$ cat src/rtl/ipi_pkg.sv
package ipi_pkg;
  localparam int CAUSE_W    = 16;
  localparam int NUM_LINES  = 3;
  localparam int CAUSE_BASE = 'h100;
  localparam int SET_BASE   = 'h140;
  localparam int PART_ADDR  = 'h190;

  typedef struct packed {
    logic       setEn;
    logic [3:0] setIdx;
    logic       clrEn;
    logic [4:0] clrCore;
    logic       partEn;
  } wrStrobe_t;

  typedef enum logic [1:0] { RD_NONE, RD_CAUSE, RD_PART } rdKind_e;

  typedef struct packed {
    rdKind_e    kind;
    logic [4:0] core;
  } rdSel_t;

  // Reduce cause groups and steer them onto the three lines.
  function automatic logic [NUM_LINES-1:0] steerGroups(logic [CAUSE_W-1:0] cause,
                                                       logic [7:0] part);
    logic [3:0] grp;
    logic [NUM_LINES-1:0] lines;
    grp   = {|cause[15:8], |cause[7:4], |cause[3:1], cause[0]};
    lines = '0;
    for (int g = 0; g < 4; g++) begin
      case (part[2*g +: 2])
        2'd0:    lines[0] = lines[0] | grp[g];
        2'd1:    lines[1] = lines[1] | grp[g];
        2'd2:    lines[2] = lines[2] | grp[g];
        default: ;
      endcase
    end
    return lines;
  endfunction
endpackage

$ cat src/rtl/ipi_ctrl.sv
module ipi_ctrl
  import ipi_pkg::*;
#(
  parameter int NUM_CORES = 4,
  parameter int ADDR_W    = 10
) (
  input  logic              wrEn,
  input  logic [ADDR_W-1:0] wrAddr,
  input  logic [ADDR_W-1:0] rdAddr,
  output wrStrobe_t         strobe,
  output rdSel_t            rdSel
);
  int wa;
  int ra;

  always_comb begin
    wa     = int'(wrAddr);
    strobe = '0;
    if (wrEn) begin
      if (wa >= SET_BASE && wa < SET_BASE + CAUSE_W) begin
        strobe.setEn  = 1'b1;
        strobe.setIdx = 4'(wa - SET_BASE);
      end else if (wa >= CAUSE_BASE && wa < CAUSE_BASE + NUM_CORES) begin
        strobe.clrEn   = 1'b1;
        strobe.clrCore = 5'(wa - CAUSE_BASE);
      end else if (wa == PART_ADDR) begin
        strobe.partEn = 1'b1;
      end
    end
  end

  always_comb begin
    ra    = int'(rdAddr);
    rdSel = '{kind: RD_NONE, core: 5'd0};
    if (ra >= CAUSE_BASE && ra < CAUSE_BASE + NUM_CORES) begin
      rdSel.kind = RD_CAUSE;
      rdSel.core = 5'(ra - CAUSE_BASE);
    end else if (ra == PART_ADDR) begin
      rdSel.kind = RD_PART;
    end
  end
endmodule

$ cat src/rtl/ipi_datapath.sv
module ipi_datapath
  import ipi_pkg::*;
#(
  parameter int NUM_CORES = 4
) (
  input  logic                           clk,
  input  logic                           rst_n,
  input  wrStrobe_t                      strobe,
  input  logic [31:0]                    wrData,
  input  rdSel_t                         rdSel,
  output logic [31:0]                    rdData,
  output logic [NUM_CORES*CAUSE_W-1:0]   causeFlat,
  output logic [7:0]                     partReg,
  output logic [NUM_CORES*NUM_LINES-1:0] ipiOut
);
  logic [CAUSE_W-1:0] cause [NUM_CORES];
  logic [NUM_CORES*NUM_LINES-1:0] ipiNext;
  logic unusedDataBits;

  assign unusedDataBits = ^wrData;

  for (genvar c = 0; c < NUM_CORES; c++) begin : g_core
    logic [CAUSE_W-1:0] setMask;
    logic [CAUSE_W-1:0] clrMask;

    always_comb begin
      setMask = '0;
      if (strobe.setEn && wrData[c]) setMask[strobe.setIdx] = 1'b1;
      clrMask = (strobe.clrEn && strobe.clrCore == 5'(c)) ? wrData[CAUSE_W-1:0] : '0;
    end

    always_ff @(posedge clk) begin
      if (!rst_n) cause[c] <= '0;
      else        cause[c] <= (cause[c] & ~clrMask) | setMask;
    end

    assign causeFlat[c*CAUSE_W +: CAUSE_W]     = cause[c];
    assign ipiNext[c*NUM_LINES +: NUM_LINES]   = steerGroups(cause[c], partReg);
  end

  always_ff @(posedge clk) begin
    if (!rst_n) begin
      partReg <= '0;
      ipiOut  <= '0;
    end else begin
      if (strobe.partEn) partReg <= wrData[7:0];
      ipiOut <= ipiNext;
    end
  end

  always_comb begin
    rdData = '0;
    case (rdSel.kind)
      RD_CAUSE: rdData[CAUSE_W-1:0] = causeFlat[int'(rdSel.core)*CAUSE_W +: CAUSE_W];
      RD_PART:  rdData[7:0] = partReg;
      default:  ;
    endcase
  end
endmodule

$ cat src/rtl/ipi_cause_unit.sv
module ipi_cause_unit
  import ipi_pkg::*;
#(
  parameter int NUM_CORES = 4,
  parameter int ADDR_W    = 10
) (
  input  logic                           clk,
  input  logic                           rst_n,
  input  logic                           wrEn,
  input  logic [ADDR_W-1:0]              wrAddr,
  input  logic [31:0]                    wrData,
  input  logic [ADDR_W-1:0]              rdAddr,
  output logic [31:0]                    rdData,
  output logic [NUM_CORES*NUM_LINES-1:0] ipiOut
);
  wrStrobe_t strobe;
  rdSel_t    rdSel;
  logic [NUM_CORES*CAUSE_W-1:0] causeFlat;
  logic [7:0] partReg;

  ipi_ctrl #(.NUM_CORES(NUM_CORES), .ADDR_W(ADDR_W)) u_ctrl (
    .wrEn(wrEn), .wrAddr(wrAddr), .rdAddr(rdAddr), .strobe(strobe), .rdSel(rdSel)
  );

  ipi_datapath #(.NUM_CORES(NUM_CORES)) u_dp (
    .clk(clk), .rst_n(rst_n), .strobe(strobe), .wrData(wrData), .rdSel(rdSel),
    .rdData(rdData), .causeFlat(causeFlat), .partReg(partReg), .ipiOut(ipiOut)
  );
endmodule

$ cat config.mk
export PLATFORM = sky130hd
export DESIGN_NAME = ipi_cause_unit
export DESIGN_NICKNAME = d
export VERILOG_FILES = /design/src/rtl/ipi_pkg.sv /design/src/rtl/ipi_ctrl.sv /design/src/rtl/ipi_datapath.sv /design/src/rtl/ipi_cause_unit.sv
export SDC_FILE = /design/constraint.sdc
export NUM_CORES = 1
export LEC_CHECK = 0
export ABC_CLOCK_PERIOD_IN_PS = 1600
export BUFFER_PORTS_ARGS = -buffer_cell sky130_fd_sc_hd__buf_2
export CAP_MARGIN = 20
export CORE_MARGIN = 1
export CORE_UTILIZATION = 54
export DETAILED_ROUTE_END_ITERATION = 8
export GPL_TIMING_DRIVEN = 0
export PLACE_DENSITY = 0.8
export SYNTH_ARGS = -nofsm -noshare
export SYNTH_HDL_FRONTEND = slang
export SYNTH_SLANG_ARGS = --single-unit
$ cat constraint.sdc
create_clock -name clk -period 1.6 [get_ports clk]
set_input_delay 0.16 -clock clk [delete_from_list [all_inputs] [get_ports clk]]
set_output_delay 0.16 -clock clk [all_outputs]
set_load 0.005 [all_outputs]
==> results.md, run 1 <==
- Outcome: complete, but fails checks
- Failing checks: negative setup slack
- Maximum single-stage delay on the critical path: 0.48 ns
- Buffering stage count on the worst path with inverters included: 2
- Final worst setup slack: -0.0926 ns
- Required time at the endpoint of the critical path: 1.44 ns
- Worst-path cell with the longest stage delay: mux4_2
- Share of the cycle needed by the critical path after routing: 106%
- Count of nets left with antenna violations after detail routing: 0
- Number of buffers added by the clock tree synthesis step: 9
- Share of synthesized flip-flops with an asynchronous set or reset: 0%
- Number of clock sinks: 84
- Hold buffer count at CTS: 0
- Overall routed net length: 14.3 mm
- Layout cell share with drive strength beyond 1: between 20% and 30%
- Clk_lat worst skew: 0.36 ns
- Startpoint-to-endpoint class of the critical path: reg -> out
- Adder-cell area share of the yosys netlist: 0%
- Final max-slew violation count: 0
- Final setup viols: 15
- Data arrival time of the worst path: between 1.5 and 2 ns
- Top fanout value on the critical path: 3
- Total number of vias: 4688
- Number of global-route vias before repair: 4375
- First-iteration detailed-routing DRC count: 571
- Most used standard cell by instance count after synthesis: dfxtp_1
- RSZ-0062 raised after global routing: true
- Layout Nets: about 650
- Fin Clk Skew: 0.00504 ns
- Clk buf depth: 2
- Count of unresolved DRC violations after routing: 0
- Starting density of the core: 56.5%
- Cell row count: 32
- Synth Flop Type: dfxtp_1
- Worst voltage drop across the vdd grid: ~450 uV
- Type of the worst min-delay path: in -> reg
- Final weighted congestion in routability-driven placement: slightly below 1
- Mean instance size in the synthesized netlist: 8.89 um^2
- Clock edge transition at the registers on the reported setup and hold paths: ~0.08 ns
- Number of register bits inferred by synthesis: 84
- Clock Power Share: 37.0%
- Floorplan Core Area: about 7800 um^2
- Top-Level Pins: 99
- Pin count of the biggest net entering global routing: 13
- Power per Cell Area: between 700 and 800 nW/um^2
- Kind of capture point of the worst setup path: output port
- Synth Cell Area: 4410 um^2
- Detailed-placement wirelength estimate: 10.5 mm
- Synthesized-area fraction occupied by xor and xnor cells: 0%
- H-Tree Level Count: 3
- Synth Area in Compound Gates: 25.6%
- Cell Int Power: 2890 uW
- Kind of start point of the critical path: flop
- Area share of and/or/nand/nor cells after synthesis: 19.7%
- Main combinational cell family by area after synthesis: compound AO/OA/AOI/OAI gates
- Net Switching: 951 uW
- Slew at the pin with the worst max-slew slack: 0.652 ns
- Yosys top cell area share: a little under two fifths
- CTS tree: done
- Die height: between 90 and 100 um
- Sequential fraction of design power: 54.3%
- Post-detailed-route via-to-cell ratio: 6.76
- GR Util All Layers: around a third
- DR pass1 iterations: 5
- Library cell used as clock root buffer: clkbuf_8
- Synthesis-to-finish area growth: 20.4%
- Total congestion overflow: 0
- Largest delay share family, worst path: multiplexers
- Number of antenna violations at the first check in global routing: 0
- Comb power frac: 8.7%
- Gate Count Post-Synth: 496
- Clock period minus final worst setup slack: 1.69 ns
- Normalized max-slew margin: 56.1%
- Cell taking the most area after synthesis: dfxtp_1
- Fraction of power spent switching nets: 24.8%
- Max-Cap Viols: 0
- Leading cell types by total area after synthesis: dfxtp_1, o211ai_1, mux4_2, o21ai_0, nand2_1
- ANT cells: 0
- Number of enable-type register cells in the synthesized netlist: 0
- Global-route wire length before repair: 22.5 mm
- Hold Fails Final Rpt: 0
- Most used standard cells in the synthesized netlist: dfxtp_1, o21ai_0, o211ai_1
- FMAX: 591 MHz
- Cell leakage power: about 0.0020 uW
- Number of unique standard cell types used by synthesis: 50
- # port buffers: 62
- Worst path cell trace: mux4_2 > inv_1 > o2bb2ai_4 > buf_2
- Multiplexer share of the synthesized area: around 8.2%
- Final TNS setup: -0.925 ns
- Die ar.: 8530 um^2
- Post-Route Hold Slack: 0.0923 ns
- Number of warnings reported in the yosys synthesis log: 0
- Routed wire per std cell: 20.7 um
- Seq/Total Area, Yosys: approximately two fifths
- Width of the chip: approximately 92 um
## area by class of cell
type	instances	area (um^2)
buffer	53	323
clock buffer	9	124
clock inverter	3	42.5
fill	640	2500
inverter	14	52.6
multi-input combinational	360	2560
sequential	84	1690
tap	102	128
timing repair buffer	68	392
## worst reg2reg max path, cell delays in order, from the launching register on
cell and delay [ns]:
dfxtp_1 0.33, or4_1 0.56, nor2_1 0.34, o221ai_1 0.18
## worst paths after layout
check,from,end,slack (ns),cells past startpoint
hold reg to reg,u_dp.cause[3][4]$_SDFF_PN0_,u_dp.cause[3][4]$_SDFF_PN0_,0.52,2
setup / recovery,u_dp.cause[0][5]$_SDFF_PN0_,rdData[5],-0.09,4
setup reg to reg,u_dp.cause[1][14]$_SDFF_PN0_,u_dp.ipiOut[3]$_SDFF_PN0_,0.04,3
hold / removal,wrData[2],u_dp.cause[2][0]$_SDFF_PN0_,0.09,2
## what timing repair did
action / 4_1_cts / 5_1_grt
gates cloned: 1 / 0
pin swaps: 2 / 2
buffers inserted: 6 / 1
resized for setup: 14 / 16
setup endpoints to repair: 17 / 17
## registers in the layout, summed over array words and instances, names as in the netlist
register and cells:
u_dp.cause 64, u_dp.ipiOut 12, u_dp.partReg 8
## power groups by stage
stage	clock network [uW]	registers [uW]	logic, uW
floorplan	0	2140	191
global placement	0	2140	308
detailed placement	0	2140	314
CTS	1400	2090	325
global route	1490	2090	357
finish	1420	2090	334
## per-stage QoR
step	instances	utilization [%]	area [um^2]	power [uW]	setup WS, ns
after floorplan	511	-	4470	2330	0.188
after global routing	693	68.0	5310	3930	-0.137
after CTS	693	66.7	5210	3810	-0.0933
after detailed placement	675	62.8	4900	2450	-0.384
after global placement	675	62.8	4900	2450	-0.203
final	693	68.0	5310	3840	-0.0926
## placed cells by master (no fill, tap or decap), types with 9 or more instances in the layout
cell | Yosys | layout
nand4_1 | 13 | 13
nand2_1 | 46 | 46
o211ai_1 | 50 | 50
clkbuf_8 | 0 | 9
buf_4 | 19 | 23
inv_1 | 13 | 13
o21ai_0 | 59 | 59
nor2b_1 | 12 | 11
nor2_1 | 12 | 11
buf_2 | 15 | 74
nand3_1 | 20 | 20
conb_1 | 1 | 16
dfxtp_1 | 84 | 80
clkbuf_1 | 13 | 13
a21oi_1 | 13 | 13
mux4_2 | 16 | 16
## cells by family after synthesis
logic type             count (synthesis)
AOI/OAI and AO/OA                    172
and+or+nand+nor                      156
DFF                                   84
buffers and inverters                 67
muxes                                 16
other                                  1
## routing by layer
metal	share of wire (%)	wire [um]	track usage, %	up-vias
met5	0	0	0	-
met3	11	1630	7.72	58
met4	4.0	568	19.8	0
met2	45	6440	53.8	374
met1	40	5700	44.8	2209
li1	-	-	-	2047
(Power assumes the default switching activity.)
==> run 2, diff against run 1 <==
Settings changed: CORE_UTILIZATION 54 to 41, PLACE_DENSITY 0.8 to default.
==> run 2 against run 1 <==
Compared with the run above:
- largest power group unchanged
- worst hold slack lost 0.0055 ns
- setup slack gained 0.017 ns
- critical path type unchanged
- sequential power is essentially flat
- wire length grew 4.7%
- design area grew 2.1%
- the run still ends with negative setup slack left
==> results.md, run 2 (synthesized netlist as in run 1, its figures left out) <==
- Hold buffer count at CTS: 0
- Crit path from: u_dp.cause[0][5]$_SDFF_PN0_
- Clk_lat worst skew: 0.36 ns
- Global-route wire length before repair: 23.3 mm
- GR Util All Layers: about 28%
- Number of buffers added by the clock tree synthesis step: 9
- Cell leakage power: 0.00200 uW
- Number of antenna violations at the first check in global routing: 0
- Final setup viols: 10
- Post-Route Utilization: between 50% and 60%
- Top fanout value on the critical path: 3
- RSZ-0062 raised after global routing: true
- Type of the worst min-delay path: in -> reg
- Synthesis-to-finish area growth: 22.9%
- Final TNS setup: -0.356 ns
- ANT cells: 0
- Die ar.: roughly 11000 um^2
- CTS tree: done
- Width of the chip: 106 um
- Commonest non-fill, non-tap cell in the layout: dfxtp_1
- Cell Int Power: 3180 uW
- Worst voltage drop across the vdd grid: 438 uV
- Clk buf depth: 2
- DR pass1 iterations: 5
- Power per Cell Area: 774 nW/um^2
- Starting density of the core: a little over two fifths
- Overall routed net length: 15.0 mm
- Leading registers by flop count: u_dp.cause: 64 flops, u_dp.ipiOut: 12 flops, u_dp.partReg: 8 flops
- Total number of vias: 4486
- Clock period minus final worst setup slack: 1.68 ns
- Leading cell types in the layout, fill and taps excluded: dfxtp_1, buf_2, o21ai_0
- Kind of start point of the critical path: flop
- Slew at the pin with the worst max-slew slack: 0.710 ns
- Most flops, register: u_dp.cause
- Post-detailed-route via-to-cell ratio: 6.14
- Final worst setup slack: -0.0755 ns
- Floorplan Core Area: 10400 um^2
- Library cell used as clock root buffer: clkbuf_8
- H-Tree Level Count: 3
- Required time at the endpoint of the critical path: 1.44 ns
- Total congestion overflow: 0
- Final weighted congestion in routability-driven placement: 0.915
- Launch point of the worst reg-to-reg path: u_dp.cause[1][14]$_SDFF_PN0_
- Fraction of power spent switching nets: around 24%
- Routed wire per std cell: 20.5 um
- Cell row count: 37
- Sequential fraction of design power: ~50%
- Failing checks: negative setup slack
- Count of unresolved DRC violations after routing: 0
- Outcome: complete, but fails checks
- Startpoint-to-endpoint class of the critical path: reg -> out
- Pin count of the biggest net entering global routing: 15
- Top-Level Pins: 99
- Number of global-route vias before repair: approximately 4.2k
- Final max-slew violation count: 0
- Max-Cap Viols: 0
- Fin Clk Skew: 0.00803 ns
- Data arrival time of the worst path: 1.52 ns
- Kind of capture point of the worst setup path: output port
- FMAX: 597 MHz
- Clock Power Share: 42.1%
- Hold Fails Final Rpt: 0
- Normalized max-slew margin: a little over half
- First-iteration detailed-routing DRC count: 379
- Clock edge transition at the registers on the reported setup and hold paths: 0.08 ns
- # port buffers: 62
- Hold path start: wrData[6]
- Layout cell share with drive strength beyond 1: 27.7%
- Die height: 106 um
- Net Switching: 1010 uW
- Detailed-placement wirelength estimate: ~11 mm
- Comb power frac: 8.1%
- Largest register FFs: 64
- Share of the cycle needed by the critical path after routing: 105%
- Layout Nets: around 650
- Number of clock sinks: 84
- Count of nets left with antenna violations after detail routing: 0
-- run 2: repair_timing --
action | CTS | global route
gates cloned | 1 | 0
gates resized for setup | 20 | 13
buffers inserted | 7 | 1
pin swaps | 4 | 3
setup endpoints to repair | 14 | 19
-- run 2: metal layers --
| layer | GRT usage, % | routed length [um] |
|---|---|---|
| met4 | 11.6 | 480 |
| met3 | 3.77 | 1450 |
| met1 | 38.8 | 6420 |
| met5 | 0 | 0 |
| met2 | 42.1 | 6650 |
-- run 2: final timing paths --
kind	cells past startpoint	to	slack [ns]
setup / recovery	4	rdData[5]	-0.08
hold / removal	3	u_dp.partReg[6]$_SDFFE_PN0P_	0.09
setup reg to reg	3	u_dp.ipiOut[3]$_SDFF_PN0_	0.02
hold reg to reg	2	u_dp.cause[3][5]$_SDFF_PN0_	0.52
-- run 2: area by class of cell --
cell class	instances	area [um^2]
Multi-Input combinational cell	360	2560
Timing Repair Buffer	69	399
Sequential cell	84	1690
Tap cell	136	170
Inverter	14	52.6
Fill cell	1018	4950
Buffer	52	320
Clock inverter	5	82.6
Clock buffer	11	151
-- run 2: per-stage QoR --
step | hold slack (ns) | power (uW) | setup slack [ns] | std cells | instance area [um^2]
floorplan | 0.264 | 2330 | 0.188 | 511 | 4470
global placement | 0.457 | 2450 | -0.278 | 709 | 4950
detailed placement | 0.464 | 2460 | -0.315 | 709 | 4950
CTS | 0.0823 | 4200 | -0.117 | 732 | 5360
global route | 0.0950 | 4310 | -0.135 | 731 | 5420
finish | 0.0868 | 4190 | -0.0755 | 731 | 5420
-- run 2: worst max-delay path, cell delays in order (launching register included) --
cell	delay [ns]
dfxtp_1	0.38
mux4_2	0.47
inv_1	0.12
o2bb2ai_4	0.07
buf_2	0.12
-- run 2: power groups by stage --
stage,Sequential (uW),Combinational [uW],Clock (uW)
after floorplan,2140,191,0
final,2090,338,1770
after global routing,2090,367,1850
after global placement,2140,316,0
after CTS,2090,327,1780
after detailed placement,2140,320,0
==> run 3, diff against run 2 <==
Settings changed: CORE_UTILIZATION 41 to 54, PLACE_DENSITY from default to 0.8, SKIP_CTS_REPAIR_TIMING from default to 1.
==> run 3 against run 2 <==
Compared with the run above:
- the flow still finishes with violations (negative setup slack)
- sequential cell count unchanged
- critical path depth increased by 4
- worst hold slack better by 0.015 ns
- non-clock buffer count decreased by 1
- global-route usage rose by 6.5 points
- final cell count down 5.3%
- critical path type is now in -> out
- critical endpoint is now rdData[6]
- largest cell class unchanged
==> results.md, run 3 (synthesized netlist as in run 1, its figures left out) <==
- FMAX: 570 MHz
- Comb power frac: 8.7%
- CTS tree: done
- Library cell used as clock root buffer: clkbuf_8
- Sequential fraction of design power: 54.3%
- Width of the chip: ~90 um
- Cell Int Power: 2890 uW
- Layout cell share with drive strength beyond 1: 26.8%
- CP most frequent cell: buf_6
- Failing checks: negative setup slack
- # port buffers: 62
- Data arrival time of the worst path: approximately 1.6 ns
- Final Instance Area: 5290 um^2
- Leading registers by flop count: u_dp.cause: 64 flops, u_dp.ipiOut: 12 flops, u_dp.partReg: 8 flops
- Required time at the endpoint of the critical path: between 1 and 1.5 ns
- Total congestion overflow: 0
- Floorplan Core Area: 7810 um^2
- Hold Fails Final Rpt: 0
- Count of unresolved DRC violations after routing: 0
- Count of nets left with antenna violations after detail routing: 0
- Worst path cell trace: buf_6 > nor4_4 > nand3b_1 > or3_1 > buf_6 > clkbuf_16 > o2bb2ai_2 > buf_2
- Final worst setup slack: -0.155 ns
- DR pass1 iterations: 5
- Post-placement cell area: between 4000 and 5000 um^2
- Leading cell types in the layout, fill and taps excluded: dfxtp_1, buf_2, o21ai_0
- Clk_lat worst skew: 0.36 ns
- Cell row count: 32
- First-iteration detailed-routing DRC count: 565
- H-Tree Level Count: 3
- Largest delay share family, worst path: simple AND/OR/NAND/NOR gates
- Slew at the pin with the worst max-slew slack: 0.644 ns
- Number of clock sinks: 84
- Number of buffers added by the clock tree synthesis step: 9
- Final max-slew violation count: 0
- Detailed-placement wirelength estimate: ~10 mm
- Global-route wire length before repair: 22.1 mm
- Max-Cap Viols: 0
- Die height: 92.4 um
- Normalized max-slew margin: between 50% and 60%
- Number of antenna violations at the first check in global routing: 0
- Routed wire per std cell: 21.0 um
- Worst voltage drop across the vdd grid: 457 uV
- Number of global-route vias before repair: 4328
- Power per Cell Area: 727 nW/um^2
- Most flops, register: u_dp.cause
- Worst-path cell with the longest stage delay: or3_1
- Final setup viols: 13
- Kind of capture point of the worst setup path: output port
- Largest register FFs: 64
- Maximum single-stage delay on the critical path: 0.33 ns
- Clock Power Share: 37.0%
- Kind of start point of the critical path: input pin
- Layout Nets: 644
- Clk buf depth: 2
- Share of the cycle needed by the critical path after routing: 110%
- Outcome: complete, but fails checks
- Post-detailed-route via-to-cell ratio: approximately 6.8
- Total number of vias: 4711
- ANT cells: 0
- Overall routed net length: ~15 mm
- Final Power: 3850 uW
- Top fanout value on the critical path: 7
- Fin Clk Skew: ~0.0094 ns
- Clock period minus final worst setup slack: 1.75 ns
- Commonest non-fill, non-tap cell in the layout: dfxtp_1
- Cell leakage power: 0.00195 uW
- Starting density of the core: 56.5%
- Top-Level Pins: 99
- GR Util All Layers: between 30 and 40%
- Synthesis-to-finish area growth: 19.9%
- Clock edge transition at the registers on the reported setup and hold paths: 0.08 ns
- Net Switching: between 900 and 1000 uW
- RSZ-0062 raised after global routing: true
- Buffering stage count on the worst path with inverters included: 4
- Startpoint-to-endpoint class of the critical path: in -> out
- Type of the worst min-delay path: in -> reg
- Final weighted congestion in routability-driven placement: 0.970
- Post-Route Hold Slack: 0.102 ns
- Die ar.: 8530 um^2
- Fraction of power spent switching nets: 24.8%
- Pin count of the biggest net entering global routing: 13
- Post-Route Utilization: about 68%
## run 3: per-stage QoR
step / cells / setup slack [ns] / TNS, ns
after CTS: 687 / -0.385 / -3.94
after global routing: 692 / -0.205 / -1.74
after global placement: 675 / -0.203 / -3.29
after detailed placement: 675 / -0.384 / -6.76
final: 692 / -0.155 / -1.13
after floorplan: 511 / 0.188 / 0
## run 3: worst paths after layout
path                                 end  slack [ns]                    startpoint  depth (start not counted)
max                            rdData[6]       -0.15                     rdAddr[9]                          8
min          u_dp.cause[3][1]$_SDFF_PN0_        0.10                     wrAddr[1]                          2
max reg2reg    u_dp.ipiOut[3]$_SDFF_PN0_        0.05  u_dp.cause[1][14]$_SDFF_PN0_                          3
min reg2reg  u_dp.cause[3][4]$_SDFF_PN0_        0.52   u_dp.cause[3][4]$_SDFF_PN0_                          2
## run 3: final cells by class
type	instances	area [um^2]
multi-input cells	360	2550
fillers	641	2520
flip-flops and latches	84	1690
repair buffers	67	378
plain buffers	53	328
well taps	102	128
clock buffers	9	124
inverters	14	52.6
clock inverters	3	42.5
## run 3: worst reg2reg max path, stage by stage (launching register included)
cell	delay, ns
dfxtp_1	0.33
or4_1	0.56
nor2_1	0.33
o221ai_1	0.18
## run 3: routing by layer
| layer | global-route usage, % | up-vias | routed length [um] |
|---|---|---|---|
| met5 | 0 | - | 0 |
| met2 | 51.8 | 405 | 6530 |
| met1 | 44.9 | 2207 | 5690 |
| met3 | 6.98 | 59 | 1800 |
| met4 | 19.4 | 0 | 534 |
| li1 | - | 2040 | - |
## run 3: power by group through the flow
| stage | clock [uW] | combinational, uW | sequential, uW |
|---|---|---|---|
| final | 1420 | 335 | 2090 |
| after global placement | 0 | 308 | 2140 |
| after CTS | 1400 | 315 | 2090 |
| after floorplan | 0 | 191 | 2140 |
| after global routing | 1480 | 357 | 2090 |
| after detailed placement | 0 | 314 | 2140 |
